===== src/rtl/pwm_pkg.sv =====
package pwm_pkg;

    localparam int BYTE_W = 8;
    localparam int CNT_W  = 2 * BYTE_W;

    typedef logic [CNT_W-1:0]  cnt_t;
    typedef logic [BYTE_W-1:0] byte_t;

    typedef enum logic [1:0] {
        SEL_DUTY_LO = 2'd0,
        SEL_DUTY_HI = 2'd1,
        SEL_MOD_LO  = 2'd2,
        SEL_MOD_HI  = 2'd3
    } reg_sel_e;

    typedef struct packed {
        byte_t hi;
        byte_t lo;
        logic  hi_seen;
        logic  lo_seen;
    } pair_buf_t;

    localparam pair_buf_t PAIR_EMPTY = '{hi: '0, lo: '0, hi_seen: 1'b0, lo_seen: 1'b0};

    function automatic pair_buf_t pair_write(pair_buf_t b, logic wr_lo, logic wr_hi, byte_t d);
        pair_buf_t r = b;
        if (wr_lo) begin
            r.lo      = d;
            r.lo_seen = 1'b1;
        end
        if (wr_hi) begin
            r.hi      = d;
            r.hi_seen = 1'b1;
        end
        return r;
    endfunction

    function automatic logic pair_full(pair_buf_t b);
        return b.lo_seen && b.hi_seen;
    endfunction

    function automatic logic edge_level(cnt_t c, cnt_t d);
        return c < d;
    endfunction

    function automatic logic center_level(cnt_t c, cnt_t d, logic rising);
        if (d[CNT_W-1]) return 1'b0;
        return rising ? (c < d) : (c <= d);
    endfunction

endpackage


===== src/rtl/pwm_regs.sv =====
module pwm_regs
    import pwm_pkg::*;
#(
    parameter cnt_t RESET_MOD = '1
) (
    input  logic  clk,
    input  logic  rst,
    input  logic  wr_en,
    input  logic  [1:0] wr_addr,
    input  byte_t wr_data,
    input  logic  wrap_i,
    output cnt_t  duty_o,
    output cnt_t  mod_o,
    output logic  mod_load_o
);

    pair_buf_t duty_buf_q, mod_buf_q;
    pair_buf_t duty_buf_d, mod_buf_d;
    cnt_t      duty_q, mod_q;
    logic      duty_commit;

    logic wr_dlo, wr_dhi, wr_mlo, wr_mhi;

    assign wr_dlo = wr_en && (wr_addr == SEL_DUTY_LO);
    assign wr_dhi = wr_en && (wr_addr == SEL_DUTY_HI);
    assign wr_mlo = wr_en && (wr_addr == SEL_MOD_LO);
    assign wr_mhi = wr_en && (wr_addr == SEL_MOD_HI);

    assign duty_commit = pair_full(duty_buf_q) && wrap_i;
    assign mod_load_o  = pair_full(mod_buf_q);

    always_comb begin
        duty_buf_d = duty_buf_q;
        if (duty_commit) begin
            duty_buf_d.hi_seen = 1'b0;
            duty_buf_d.lo_seen = 1'b0;
        end
        duty_buf_d = pair_write(duty_buf_d, wr_dlo, wr_dhi, wr_data);

        mod_buf_d = mod_buf_q;
        if (mod_load_o) begin
            mod_buf_d.hi_seen = 1'b0;
            mod_buf_d.lo_seen = 1'b0;
        end
        mod_buf_d = pair_write(mod_buf_d, wr_mlo, wr_mhi, wr_data);
    end

    always_ff @(posedge clk) begin
        if (rst) begin
            duty_buf_q <= PAIR_EMPTY;
            mod_buf_q  <= PAIR_EMPTY;
            duty_q     <= '0;
            mod_q      <= RESET_MOD;
        end else begin
            duty_buf_q <= duty_buf_d;
            mod_buf_q  <= mod_buf_d;
            if (duty_commit) duty_q <= {duty_buf_q.hi, duty_buf_q.lo};
            if (mod_load_o)  mod_q  <= {mod_buf_q.hi, mod_buf_q.lo};
        end
    end

    assign duty_o = duty_q;
    assign mod_o  = mod_q;

    // the active duty only moves at a counter-zero boundary
    a_r8_commit_at_wrap: assert property (@(posedge clk) disable iff (rst)
        (duty_q != $past(duty_q)) |-> $past(wrap_i));

    // the modulus only moves after a complete byte pair
    a_r2_mod_needs_pair: assert property (@(posedge clk) disable iff (rst)
        (!mod_buf_q.hi_seen || !mod_buf_q.lo_seen) |=> $stable(mod_q));

endmodule


===== src/rtl/pwm_timebase.sv =====
module pwm_timebase
    import pwm_pkg::*;
(
    input  logic clk,
    input  logic rst,
    input  logic center_i,
    input  cnt_t mod_i,
    input  logic mod_load_i,
    output cnt_t cnt_o,
    output logic up_o,
    output logic ovf_o,
    output logic wrap_o
);

    cnt_t cnt_q, cnt_nxt;
    logic up_q, up_nxt;
    logic mod_zero;

    assign mod_zero = (mod_i == '0);

    always_comb begin
        cnt_nxt = cnt_q;
        up_nxt  = up_q;
        if (!center_i) begin
            up_nxt  = 1'b1;
            cnt_nxt = (cnt_q >= mod_i) ? '0 : cnt_q + 1'b1;
        end else if (mod_zero) begin
            cnt_nxt = '0;
            up_nxt  = 1'b1;
        end else if (up_q && (cnt_q < mod_i)) begin
            cnt_nxt = cnt_q + 1'b1;
        end else if (cnt_q == '0) begin
            cnt_nxt = cnt_t'(1);
            up_nxt  = 1'b1;
        end else begin
            cnt_nxt = cnt_q - 1'b1;
            up_nxt  = (cnt_q == cnt_t'(1));
        end
    end

    always_ff @(posedge clk) begin
        if (rst) begin
            cnt_q <= '0;
            up_q  <= 1'b1;
        end else begin
            cnt_q <= cnt_nxt;
            up_q  <= up_nxt;
        end
    end

    assign cnt_o  = cnt_q;
    assign up_o   = up_q;
    assign ovf_o  = up_q && (cnt_q >= mod_i) && !(center_i && mod_zero);
    assign wrap_o = (cnt_nxt == '0);

    // an edge-mode overflow cycle is always followed by counter zero
    a_r3_wrap_to_zero: assert property (@(posedge clk) disable iff (rst)
        (!center_i && ovf_o) |=> (cnt_q == '0));

    // the descending half steps down by exactly one
    a_r6_down_step: assert property (@(posedge clk) disable iff (rst)
        (center_i && !up_q && !mod_zero && (cnt_q != '0)) |=> (cnt_q == $past(cnt_q) - 1'b1));

    // once inside the range, the center counter stays inside it
    a_r6_cnt_in_range: assert property (@(posedge clk) disable iff (rst)
        (center_i && !mod_zero && (cnt_q <= mod_i) && !mod_load_i) |=> (cnt_q <= mod_i));

endmodule


===== src/rtl/pwm_compare.sv =====
module pwm_compare
    import pwm_pkg::*;
(
    input  logic clk,
    input  logic rst,
    input  cnt_t cnt_i,
    input  logic up_i,
    input  cnt_t duty_i,
    input  logic center_i,
    input  logic invert_i,
    output logic pwm_o
);

    logic raw;

    always_comb begin
        if (center_i) raw = center_level(cnt_i, duty_i, up_i);
        else          raw = edge_level(cnt_i, duty_i);
    end

    assign pwm_o = raw ^ invert_i;

    // a duty with its sign bit set never raises the center-mode pulse
    a_r7_neg_duty_low: assert property (@(posedge clk) disable iff (rst)
        (center_i && duty_i[CNT_W-1]) |-> (pwm_o == invert_i));

    // a zero duty never raises the edge-mode pulse
    a_r4_zero_duty_low: assert property (@(posedge clk) disable iff (rst)
        (!center_i && (duty_i == '0)) |-> (pwm_o == invert_i));

endmodule


===== src/rtl/pwm_dual_align.sv =====
module pwm_dual_align
    import pwm_pkg::*;
#(
    parameter logic [15:0] RESET_MOD = 16'hFFFF
) (
    input  logic       clk,
    input  logic       rst,
    input  logic       wr_en,
    input  logic [1:0] wr_addr,
    input  logic [7:0] wr_data,
    input  logic       center_mode,
    input  logic       invert,
    output logic       pwm_out,
    output logic       ovf
);

    cnt_t duty, modulus, cnt;
    logic up, wrap, mod_load;

    pwm_regs #(.RESET_MOD(RESET_MOD)) u_regs (
        .clk        (clk),
        .rst        (rst),
        .wr_en      (wr_en),
        .wr_addr    (wr_addr),
        .wr_data    (wr_data),
        .wrap_i     (wrap),
        .duty_o     (duty),
        .mod_o      (modulus),
        .mod_load_o (mod_load)
    );

    pwm_timebase u_tb (
        .clk        (clk),
        .rst        (rst),
        .center_i   (center_mode),
        .mod_i      (modulus),
        .mod_load_i (mod_load),
        .cnt_o      (cnt),
        .up_o       (up),
        .ovf_o      (ovf),
        .wrap_o     (wrap)
    );

    pwm_compare u_cmp (
        .clk      (clk),
        .rst      (rst),
        .cnt_i    (cnt),
        .up_i     (up),
        .duty_i   (duty),
        .center_i (center_mode),
        .invert_i (invert),
        .pwm_o    (pwm_out)
    );

    // outputs right after reset release
    a_r1_reset_quiet: assert property (@(posedge clk)
        $fell(rst) |-> (!ovf && (pwm_out == invert)));

endmodule


===== config.mk =====
export PLATFORM = sky130hd
export DESIGN_NAME = pwm_dual_align
export DESIGN_NICKNAME = d
export VERILOG_FILES = /design/src/rtl/pwm_pkg.sv /design/src/rtl/pwm_regs.sv /design/src/rtl/pwm_timebase.sv /design/src/rtl/pwm_compare.sv /design/src/rtl/pwm_dual_align.sv
export SDC_FILE = /design/constraint.sdc
export NUM_CORES = 1
export LEC_CHECK = 0
export ABC_AREA = 1
export BUFFER_PORTS_ARGS = -buffer_cell sky130_fd_sc_hd__buf_4
export CAP_MARGIN = 20
export CORE_ASPECT_RATIO = 1.1
export CORE_MARGIN = 2
export CORE_UTILIZATION = 40
export CTS_CLUSTER_SIZE = 24
export DETAILED_ROUTE_END_ITERATION = 8
export PLACE_DENSITY = 0.61
export SYNTH_ARGS = -nofsm -noshare
export SYNTH_HDL_FRONTEND = slang
export SYNTH_SLANG_ARGS = --single-unit

===== constraint.sdc =====
create_clock -name clk -period 4.43 [get_ports clk]
set_input_delay 0.443 -clock clk [delete_from_list [all_inputs] [get_ports clk]]
set_output_delay 0.443 -clock clk [all_outputs]
set_load 0.01 [all_outputs]

==> results of run 1 <==
[power by group]
group	total (mW)	switching [mW]	internal, mW
combinational	0.181	0.118	0.0633
sequential	0.801	0.0152	0.786
clock	0.724	0.325	0.399
[logic make-up (layout without fill, tap and decap cells)]
family / after synthesis / in the layout / share of synthesized area [%]
AOI/OAI and AO/OA: 99 / 99 / 10.8
xor gates and xnor gates: 14 / 14 / 2.35
adders and majority gates: 36 / 36 / 8.62
buffers and inverters: 126 / 133 / 10.3
DFF: 85 / 85 / 32.6
and+or+nand+nor: 413 / 413 / 35.4
[state kept, by name, summed over array words and instances, names as in the netlist]
name and cells:
u_regs.duty_buf_q 18, u_regs.duty_o 16, u_regs.mod_buf_q 18, u_regs.mod_o 16, u_tb.cnt_o 16, u_tb.up_o 1
[per-layer routing]
layer / GRT usage [%] / vias up / part of all wire [%]
li1: - / 2478 / -
met1: 26.0 / 2198 / 46
met2: 35.2 / 107 / 47
met3: 4.91 / 24 / 4.8
met4: 7.93 / 0 / 2.2
met5: 0 / - / 0
[through the flow]
stage | hold slack (ns) | cells | utilization [%]
6_report | 0.374 | 937 | 44.6
5_1_grt | 0.372 | 937 | 44.6
4_1_cts | 0.369 | 937 | 44.6
3_5_place_dp | 0.454 | 921 | 42.5
3_3_place_gp | 0.446 | 921 | 42.5
2_1_floorplan | 0.424 | 773 | -
[worst min-delay path by stage]
stage,end,slack (ns),depth (start not counted)
floorplan,u_regs.mod_o[0],0.42,2
global placement,u_regs.mod_buf_q[17],0.45,2
detailed placement,u_regs.mod_buf_q[16],0.45,2
CTS,u_regs.duty_buf_q[2],0.37,3
global route,u_regs.duty_buf_q[2],0.37,3
finish,u_regs.duty_buf_q[4],0.37,3
[layout make-up]
cell class,count,area [µm²],area share (%)
Multi-Input combinational cell,562,2990,52.7
Sequential cell,85,1700,30.0
Inverter,99,372,6.55
Clock buffer,12,246,4.35
Tap cell,157,196,3.47
Timing Repair Buffer,18,135,2.38
Clock inverter,4,31.3,0.552
[synthesized netlist by cell type (all sizes together)]
| cell | count |
|---|---|
| nand2 | 198 |
| a21o | 1 |
| buf | 18 |
| o211ai | 18 |
| nor2 | 131 |
| xor2 | 13 |
| inv | 94 |
| o41ai | 1 |
| dfxtp | 85 |
| nand3 | 61 |
| nor3 | 7 |
| a21oi | 37 |
| nand4 | 14 |
| a211oi | 2 |
| o21ai | 38 |
| clkbuf | 9 |
| nor3b | 1 |
| clkinv | 5 |
| o21bai | 1 |
| ha | 36 |
| xnor2 | 1 |
| nand3b | 1 |
| a221oi | 1 |
[placed cells by master (no fill, tap or decap), types with 2 or more instances in the layout]
master,count
nand4_1,12
buf_4,18
nor2_2,11
nand2_2,10
xor2_1,13
clkbuf_1,2
dfxtp_1,85
clkinv_4,2
clkbuf_16,9
o21ai_0,35
nand2_1,187
o211ai_1,18
a21oi_1,36
clkinv_1,5
nand3_1,58
ha_1,36
inv_2,3
nor2_4,6
nor3_1,5
nor2_1,114
inv_1,91
nand3_2,2
a211oi_1,2
o21ai_1,3
nand4_4,2
[critical path, stage by stage (launching register included)]
cell and delay, ns:
dfxtp_1 0.69, ha_1 0.36, nand2_1 0.07, inv_1 0.05, nand2_1 0.06, nand2_1 0.05, nand3_1 0.15, nand2_2 0.09
nor2_4 0.36, nand2_4 0.09, nor2_4 0.40, nand2_1 0.13, a21oi_2 0.22, nor2_2 0.08, nand3_4 0.30, nand2_1 0.10
nand2_1 0.08, nor2_1 0.04
==> metrics.txt, run 1 <==
status=completed; clk sink count=85; period utilization=77.8%; Post-CTS Setup Bufs=0; worst slew pin tran=0.902 ns; # hold bufs at CTS=0; # fillers=1334; vias in the first global route=4520; Die ar.=14000 µm²; Lkg Pwr=3.04 nW; worst setup path category=reg -> reg; Final TNS setup=0 ns; worst path required time=4.67 ns; total congestion overflow=0; Post-DP Area=5390 µm²; peak supply drop=0.244 mV; FMAX=0.290 GHz; final non-filler cell area=5670 µm²; Vias/cell=5.13; Ant. Diodes=0; minimum clock period after layout=3.45 ns; first-pass GRT wire length=22600 µm; clock root cell=clkbuf_16; Final nets=826; Hold Vio Cnt, Final=0; Setup WS post-layout=0.983 ns; Yosys cell types=38; first drt pass iteration count=4; Synth Net Count=824; Crit Path Max Fanout=34; Worst-Skew Late Latency=0.35 ns; WL final=13900 µm; # resized after CTS=0; CTS HTree Levels=3; setup violators final=0; Worst-path clk slew=0.06 ns; Inserted Clock Buffers=9; global placement routability congestion=0.935; CP Capture Type=flop; post-route ant nets=0; WL/cell=14.8 µm; via count=4807; # Max-Cap Violations=0; reg2reg end=u_regs.duty_o[15]; post-synthesis cell count=773; I/O Pins=17; Placeable Area=12700 µm²; Worst setup SP type=flop; reg2reg setup slack=0.98 ns; sequential element share of the synthesized area=32.6%; Port Buf Inserts=16; post-DP HPWL=10000 µm; power per standard cell area=301 nW/µm²; 1st-iter DRT viols=233; RSZ-0062 raised after global routing=no; Synth warnings=0; Mapped Area=5220 µm²; normalized max-slew margin=39.4%; Std-Cell Rows=43; total power=1.71 mW; crit path capture=u_regs.duty_o[15]; die width=113 µm; Worst Skew=0.00768 ns; crit path DAT=3.69 ns; Hold/Removal Path Class=in -> reg; share of layout cells above drive strength 1=9.10%; pin count of the biggest net entering global routing=35; top cells by area, synth=dfxtp_1 33%, nand2_1 13%, ha_1 8.6%, nor2_1 8.2%, inv_1 6.5%; Critical R2R Launch=u_tb.cnt_o[7]; Initial Utilization=41.1%; flops & latches, synth=85; die height=124 µm; share of the synthesized area in the top cell type=32.6%; area grow syn2layout=8.53%; Slew Limit Fails=0; TritonCTS clock tree=done; crit path from=u_tb.cnt_o[7]; hold wc startpoint=wr_data[2]; cells on worst reg2reg path=17; Avg Inst Size Synth=6.76 µm²; Total GRT Usage=20.8%; Place WS=1.01 ns; antenna violations before repair=0; post-synth top area cell=dfxtp_1; DRC Markers=0; Max clock buf depth=2
(Power assumes the default switching activity.)
==> run 2, diff against run 1 <==
Settings changed: ABC_AREA 1 to 0, PLACE_DENSITY 0.61 to 0.64.
Clock period 4.43 ns to 2.8 ns, I/O delays scaled along.
==> run 2 against run 1 <==
The run now ends with setup timing left. Core utilization is 14 points higher. Count of clock-buffer cells in the layout is 3 lower. First-iteration DRC count rose by 20%. Synthesized cell count down 21%. Final area up 25%. Combinational power increased by 110%. Power up 75%. Sequential cell count is the same. Maximum frequency shrank 3.3%. Sequential share of layout area decreased by 5.7 points. Sequential power is 56% higher. Via count rose by 5.6%. Largest cell class unchanged.
==> metrics.txt, run 2 <==
sequential element share of the synthesized area=33.9% (+1.3 points); worst path required time=3.05 ns (-1.62 ns); RSZ-0062 raised after global routing=yes; die height=121 µm (-1.9%); Worst-path clk slew=0.07 ns (about the same); normalized max-slew margin=30.9% (-8.5 points); Hold Vio Cnt, Final=0 (unchanged); Cell Count Post-Placement=845 (-8.3%); met1 Use GR=26.9% (+0.87 points); area grow syn2layout=40.7%; Worst setup SP type=flop; worst setup path category=reg -> reg; failing checks=setup timing; post-DP HPWL=10500 µm (+4.9%); Port Buf Inserts=16 (unchanged); I/O Pins=17 (unchanged); cells on worst reg2reg path=14 (-3); # hold bufs at CTS=0 (unchanged); die width=111 µm (-1.9%); CP Capture Type=flop; share of layout cells above drive strength 1=34.4% (+25 points); pin count of the biggest net entering global routing=102 (+190%); met3 usage in global routing=5.54% (+0.63 points); first drt pass iteration count=5 (+1); Hold Slack=0.215 ns (-0.159 ns); flops & latches, synth=85 (unchanged); share of the synthesized area in the top cell type=33.9% (+1.3 points); peak supply drop=0.326 mV (+34%); power per standard cell area=422 nW/µm² (+40%); crit path DAT=3.82 ns (+0.13 ns); FFs w/ async S/R, synth=0% (unchanged); via count=5076 (+5.6%); Hold Path End=u_regs.duty_buf_q[2]; post-synth top area cell=dfxtp_1; FMAX=0.280 GHz (-3.3%); largest registers=u_regs.duty_buf_q: 18 flops, u_regs.mod_buf_q: 18 flops; setup violators final=19 (+19); Ant. Diodes=0 (unchanged); synth cell count leaders=85 x dfxtp_1, 72 x nand2_1, 49 x a21oi_1, 42 x inv_1, 40 x nor2_1; Total GRT Usage=22.2% (+1.4 points); hold depth=3 (unchanged); # Max-Cap Violations=0 (unchanged); Crit Path Max Fanout=8 (-76%); total congestion overflow=0 (unchanged); Max clock buf depth=2 (unchanged); DRC Markers=0 (unchanged); reg2reg setup slack=-0.77 ns (-1.75 ns); minimum clock period after layout=3.57 ns (+0.119 ns); TritonCTS clock tree=done; period utilization=127% (+50 points); WL/cell=18.2 µm (+23%); Initial Utilization=41.4% (+0.21 points); status=complete, but fails checks; GRT met2 Usage=38.7% (+3.4 points); first-pass GRT wire length=23700 µm (+4.8%); Slew Limit Fails=0 (unchanged); commonest non-fill, non-tap cell in the layout=buf_4; vias in the first global route=4670 (+3.3%); Synth Net Count=665 (-19%); Lkg Pwr=3.03 nW (-0.23%); post-synthesis cell count=614 (-21%); CTS HTree Levels=3 (unchanged); Inserted Clock Buffers=9 (unchanged); Hold/Removal Path Class=in -> reg; Die ar.=13500 µm² (-3.8%); 1st-iter DRT viols=279 (+20%); # fillers=1013 (-24%); top cells by area, synth=dfxtp_1 34%, ha_1 9.0%, nand2_1 5.4%, a21oi_1 4.9%, inv_1 3.1%; Vias/cell=5.67 (+11%); EDFF count, synth=0 (unchanged); Avg Inst Size Synth=8.18 µm² (+21%); antenna violations before repair=0 (unchanged); worst slew pin tran=1.04 ns (+0.134 ns); Yosys cell types=64 (+68%); global placement routability congestion=1.01 (+8.1%); clk sink count=85 (unchanged); Setup WS post-layout=-0.766 ns (-1.75 ns); reg2reg end=u_regs.duty_o[8]; Std-Cell Rows=42 (-2.3%); total power=2.98 mW (+75%); Placeable Area=12100 µm² (-4.4%); hold wc startpoint=wr_data[0]; Mapped Area=5020 µm² (-3.9%); WL final=16200 µm (+17%); Synth warnings=0 (unchanged); busiest grt layer=met2; Final nets=787 (-4.7%); Critical R2R Launch=u_tb.cnt_o[1]; top-count cell post-synth=dfxtp_1; Final TNS setup=-13.38 ns (-13.38 ns); post-route ant nets=0 (unchanged); most frequent cells in the layout=124 x buf_4, 72 x dfxtp_1, 71 x nand2_1, 44 x a21oi_1; final non-filler cell area=7060 µm² (+25%); Post-DP Area=5960 µm² (+11%); clock root cell=clkbuf_16; final cell count without fillers=895 (-4.5%); Top FF cell, synth=dfxtp_1; Worst-Skew Late Latency=0.35 ns (about the same); Worst Skew=0.00689 ns (-0.000790 ns)
## run 2: changes by cell type in the layout (fill, tap and decap cells not counted), sizes merged, moves of 23 or more
cell	before	now
and3	0	24
buf	18	142
inv	95	46
nand2	198	72
nand3	61	14
nor2	131	40
o21ai	38	12
or4	0	23
## run 2: worst max-delay path, cell delays in order (launching register included)
cell and delay (ns):
dfxtp_2 0.33, buf_6 0.13, ha_4 0.24, nor2b_4 0.12, o211ai_1 0.27, a2111o_1 0.29, nand4_1 0.19, buf_4 0.20
buf_6 0.11, and2_4 0.16, a221oi_4 0.35, o2111ai_4 0.26, clkbuf_16 0.24, or4_4 0.50, o31ai_1 0.08
## run 2: area by class of cell
class                           count  area (µm²)  area share (%)
Clock inverter                      7         103            1.45
Multi-Input combinational cell    454        3480            49.2
Sequential cell                    85        1720            24.3
Tap cell                          154         193            2.73
Inverter                           42         158            2.23
Timing Repair Buffer              144        1190            16.9
Clock buffer                        9         225            3.19
## run 2: timing repair
action,CTS,global route
gates resized for setup,28,81
setup endpoints to repair,19,21
setup buffers,7,24
gates cloned,2,4
pin swaps,13,30
## run 2: routing by layer
metal	vias up	routed length [µm]
met5	-	0
met4	0	452
met3	42	1010
met2	176	8020
met1	2392	6770
li1	2466	-
## run 2: how the worst max path moves through the flow
| stage | start | to | slack, ns | depth (start not counted) |
|---|---|---|---|---|
| after floorplan | u_tb.cnt_o[0] | u_regs.duty_o[10] | -0.51 | 13 |
| after global placement | u_tb.cnt_o[4] | u_regs.duty_o[6] | -0.61 | 11 |
| after detailed placement | u_tb.cnt_o[1] | u_regs.duty_o[6] | -0.63 | 13 |
| after CTS | u_regs.mod_o[8] | u_regs.duty_o[6] | -0.53 | 10 |
| after global routing | u_tb.cnt_o[1] | u_regs.duty_o[14] | -0.89 | 14 |
| final | u_tb.cnt_o[1] | u_regs.duty_o[8] | -0.77 | 14 |
## run 2: metrics by stage
step                setup WS [ns]  util [%]
finish                     -0.766      58.2
global route               -0.889      58.2
global placement           -0.605      49.1
detailed placement         -0.630      49.1
CTS                        -0.528      53.5
floorplan                  -0.509         -
## run 2: kinds of logic after synthesis
kind of cell | Yosys count | synth area share (%)
mux | 12 | 2.39
xor+xnor | 14 | 2.44
simple gates | 255 | 27.6
fa+ha+maj | 36 | 8.97
buf+inv | 79 | 6.56
compound gates | 133 | 18.1
flops | 85 | 33.9
## run 2: power by group
group	leakage, nW	internal (mW)	switching, mW
clock	0.157	0.795	0.544
sequential	0.685	1.23	0.0193
combinational	2.19	0.185	0.204
total	3.03	2.21	0.768
==> run 3, diff against run 2 <==
Settings changed: CORE_ASPECT_RATIO 1.1 to 1.4.
==> run 3 against run 2 <==
The flow still finishes with violations (setup timing). Power shrank 4.7%. Final cell count shrank 0.11%. Core utilization shrank 2.9 points. Non-clock buffer count grew 7. Maximum frequency grew 5.7%. Clock skew grew 0.0080 ns. Die area is essentially flat. First-iteration DRC count grew 6.8%. Global-route usage grew 1.0 points. Setup slack gained 0.19 ns. Critical path type unchanged. Largest power group is now registers.
==> metrics.txt, run 3 (synthesis results as in run 2) <==
power per standard cell area=418 nW/µm² (-1.0%); Std-Cell Rows=48 (+14%); Inserted Clock Buffers=9 (unchanged); commonest non-fill, non-tap cell in the layout=buf_4; Total GRT Usage=23.2% (+1.0 points); via count=4996 (-1.6%); area grow syn2layout=35.5%; # hold bufs at CTS=0 (unchanged); Lkg Pwr=3.00 nW (-1.1%); multi-input logic area=3260 µm² (-6.2%); Die ar.=13500 µm² (about the same); Worst Skew=0.0149 ns (+0.00801 ns); Hold/Removal Path Class=in -> reg; final non-filler cell area=6800 µm² (-3.7%); pin count of the biggest net entering global routing=102 (unchanged); slowest CP cell=or4_1; Slew Limit Fails=0 (unchanged); Vias/cell=5.59 (-1.5%); post-DP HPWL=11300 µm (+7.6%); Worst-Skew Late Latency=0.35 ns (about the same); clk sink count=85 (unchanged); setup violators final=20 (+1); WL/cell=17.3 µm (-4.8%); Worst setup SP type=flop; global placement routability congestion=0.974 (-3.7%); die height=137 µm (+12%); RSZ-0062 raised after global routing=yes; crit path DAT=3.62 ns (-0.20 ns); Register Area=1720 µm² (about the same); Worst-path clk slew=0.07 ns (about the same); status=complete, but fails checks; Final nets=790 (+0.38%); normalized max-slew margin=33.7% (+2.8 points); CP Capture Type=flop; failing checks=setup timing; Port Buf Inserts=16 (unchanged); Ant. Diodes=0 (unchanged); I/O Pins=17 (unchanged); Cell Count Post-Placement=848 (+0.36%); Placeable Area=12300 µm² (+1.4%); largest registers=u_regs.duty_buf_q: 18 flops, u_regs.mod_buf_q: 18 flops; Initial Utilization=40.8% (-0.58 points); Hold Vio Cnt, Final=0 (unchanged); Max clock buf depth=2 (unchanged); die width=98.7 µm (-11%); # Max-Cap Violations=0 (unchanged); 1st-iter DRT viols=298 (+6.8%); total congestion overflow=0 (unchanged); antenna violations before repair=0 (unchanged); peak supply drop=0.396 mV (+21%); Post-DP Area=6010 µm² (+0.80%); post-route ant nets=0 (unchanged); DRC Markers=0 (unchanged); vias in the first global route=4989 (+6.8%); first drt pass iteration count=5 (unchanged); CTS HTree Levels=3 (unchanged); share of layout cells above drive strength 1=31.0% (-3.4 points); TritonCTS clock tree=done; # fillers=1078 (+6.4%); most frequent cells in the layout=139 x buf_4, 73 x dfxtp_1, 72 x nand2_1, 46 x a21oi_1; first-pass GRT wire length=24600 µm (+3.8%); Setup WS post-layout=-0.574 ns (+0.192 ns); period utilization=120% (-6.9 points); final cell count without fillers=894 (-0.11%); CP max stage delay=0.51 ns (about the same); Crit Path Max Fanout=17 (+9); crit-path cells=inv_2 > ha_2 > or4b_4 > nor4_4 > nand2_1 > xor2_1 > or3b_4 > a21oi_4 > o2111ai_4 > buf_12 > or4_1 > o31ai_1; worst slew pin tran=0.994 ns (-0.0414 ns); worst path required time=3.05 ns (about the same); WL final=15400 µm (-4.9%); worst setup path category=reg -> reg; FMAX=0.296 GHz (+5.7%); minimum clock period after layout=3.37 ns (-0.192 ns); clock root cell=clkbuf_16
[run 3: cell count changes in the layout (fill, tap and decap cells not counted), sizes merged, moves of 2 or more]
cell,before,now
buf,142,151
bufinv,2,0
clkbuf,11,9
clkinv,0,2
o2111ai,6,4
or4,23,21
[run 3: metrics by stage]
stage / power (mW) / utilization (%) / hold slack, ns / TNS (ns) / setup slack, ns
after floorplan: 1.45 / - / 0.416 / -8.08 / -0.509
after global placement: 1.59 / 48.8 / 0.438 / -11.81 / -0.685
after detailed placement: 1.60 / 48.8 / 0.447 / -12.58 / -0.725
after CTS: 2.82 / 53.6 / 0.209 / -9.39 / -0.511
after global routing: 2.96 / 55.3 / 0.215 / -12.84 / -0.680
final: 2.84 / 55.3 / 0.213 / -10.62 / -0.574
[run 3: final timing paths]
path	from	end	slack, ns	depth (start not counted)
setup / recovery	u_tb.cnt_o[0]	u_regs.duty_o[12]	-0.57	12
setup reg to reg	u_tb.cnt_o[0]	u_regs.duty_o[12]	-0.57	12
hold reg to reg	u_regs.mod_buf_q[11]	u_regs.mod_buf_q[11]	0.45	2
hold / removal	wr_data[0]	u_regs.mod_buf_q[10]	0.21	3
[run 3: cell type report]
type	instances	area share, %
clock buffers	9	3.31
clock inverters	7	1.08
inverters	42	2.32
multi-input cells	450	47.9
flip-flops and latches	85	25.2
well taps	150	2.76
repair buffers	151	17.4
[run 3: report_power, final]
group	leakage (nW)	total [mW]	switching (mW)	internal [mW]
Clock	0.148	1.20	0.564	0.633
Combinational	2.16	0.393	0.196	0.197
Sequential	0.686	1.25	0.0190	1.23
[run 3: timing repair]
| item | CTS | global route |
|---|---|---|
| buffers inserted | 19 | 8 |
| gates cloned | 2 | 1 |
| resized for setup | 28 | 34 |
| pin swaps | 19 | 12 |
| endpoints found under the setup margin | 19 | 23 |
[run 3: per-layer routing]
layer  wire length (µm)  GRT usage, %  vias to the layer above
met5                  0             0                        -
met4                895          13.9                        0
met3                510          2.71                       52
met2               7910          42.6                      140
met1               6130          25.5                     2339
li1                   -             -                     2465
[run 3: critical path: cells and delay by family, from the launching register on]
kind / cells / cell delay, ns
DFF: 1 / 0.34
adders and majority gates: 1 / 0.18
AOI/OAI and AO/OA: 3 / 0.44
xor gates and xnor gates: 1 / 0.19
buffers and inverters: 2 / 0.23
and+or+nand+nor: 5 / 1.90
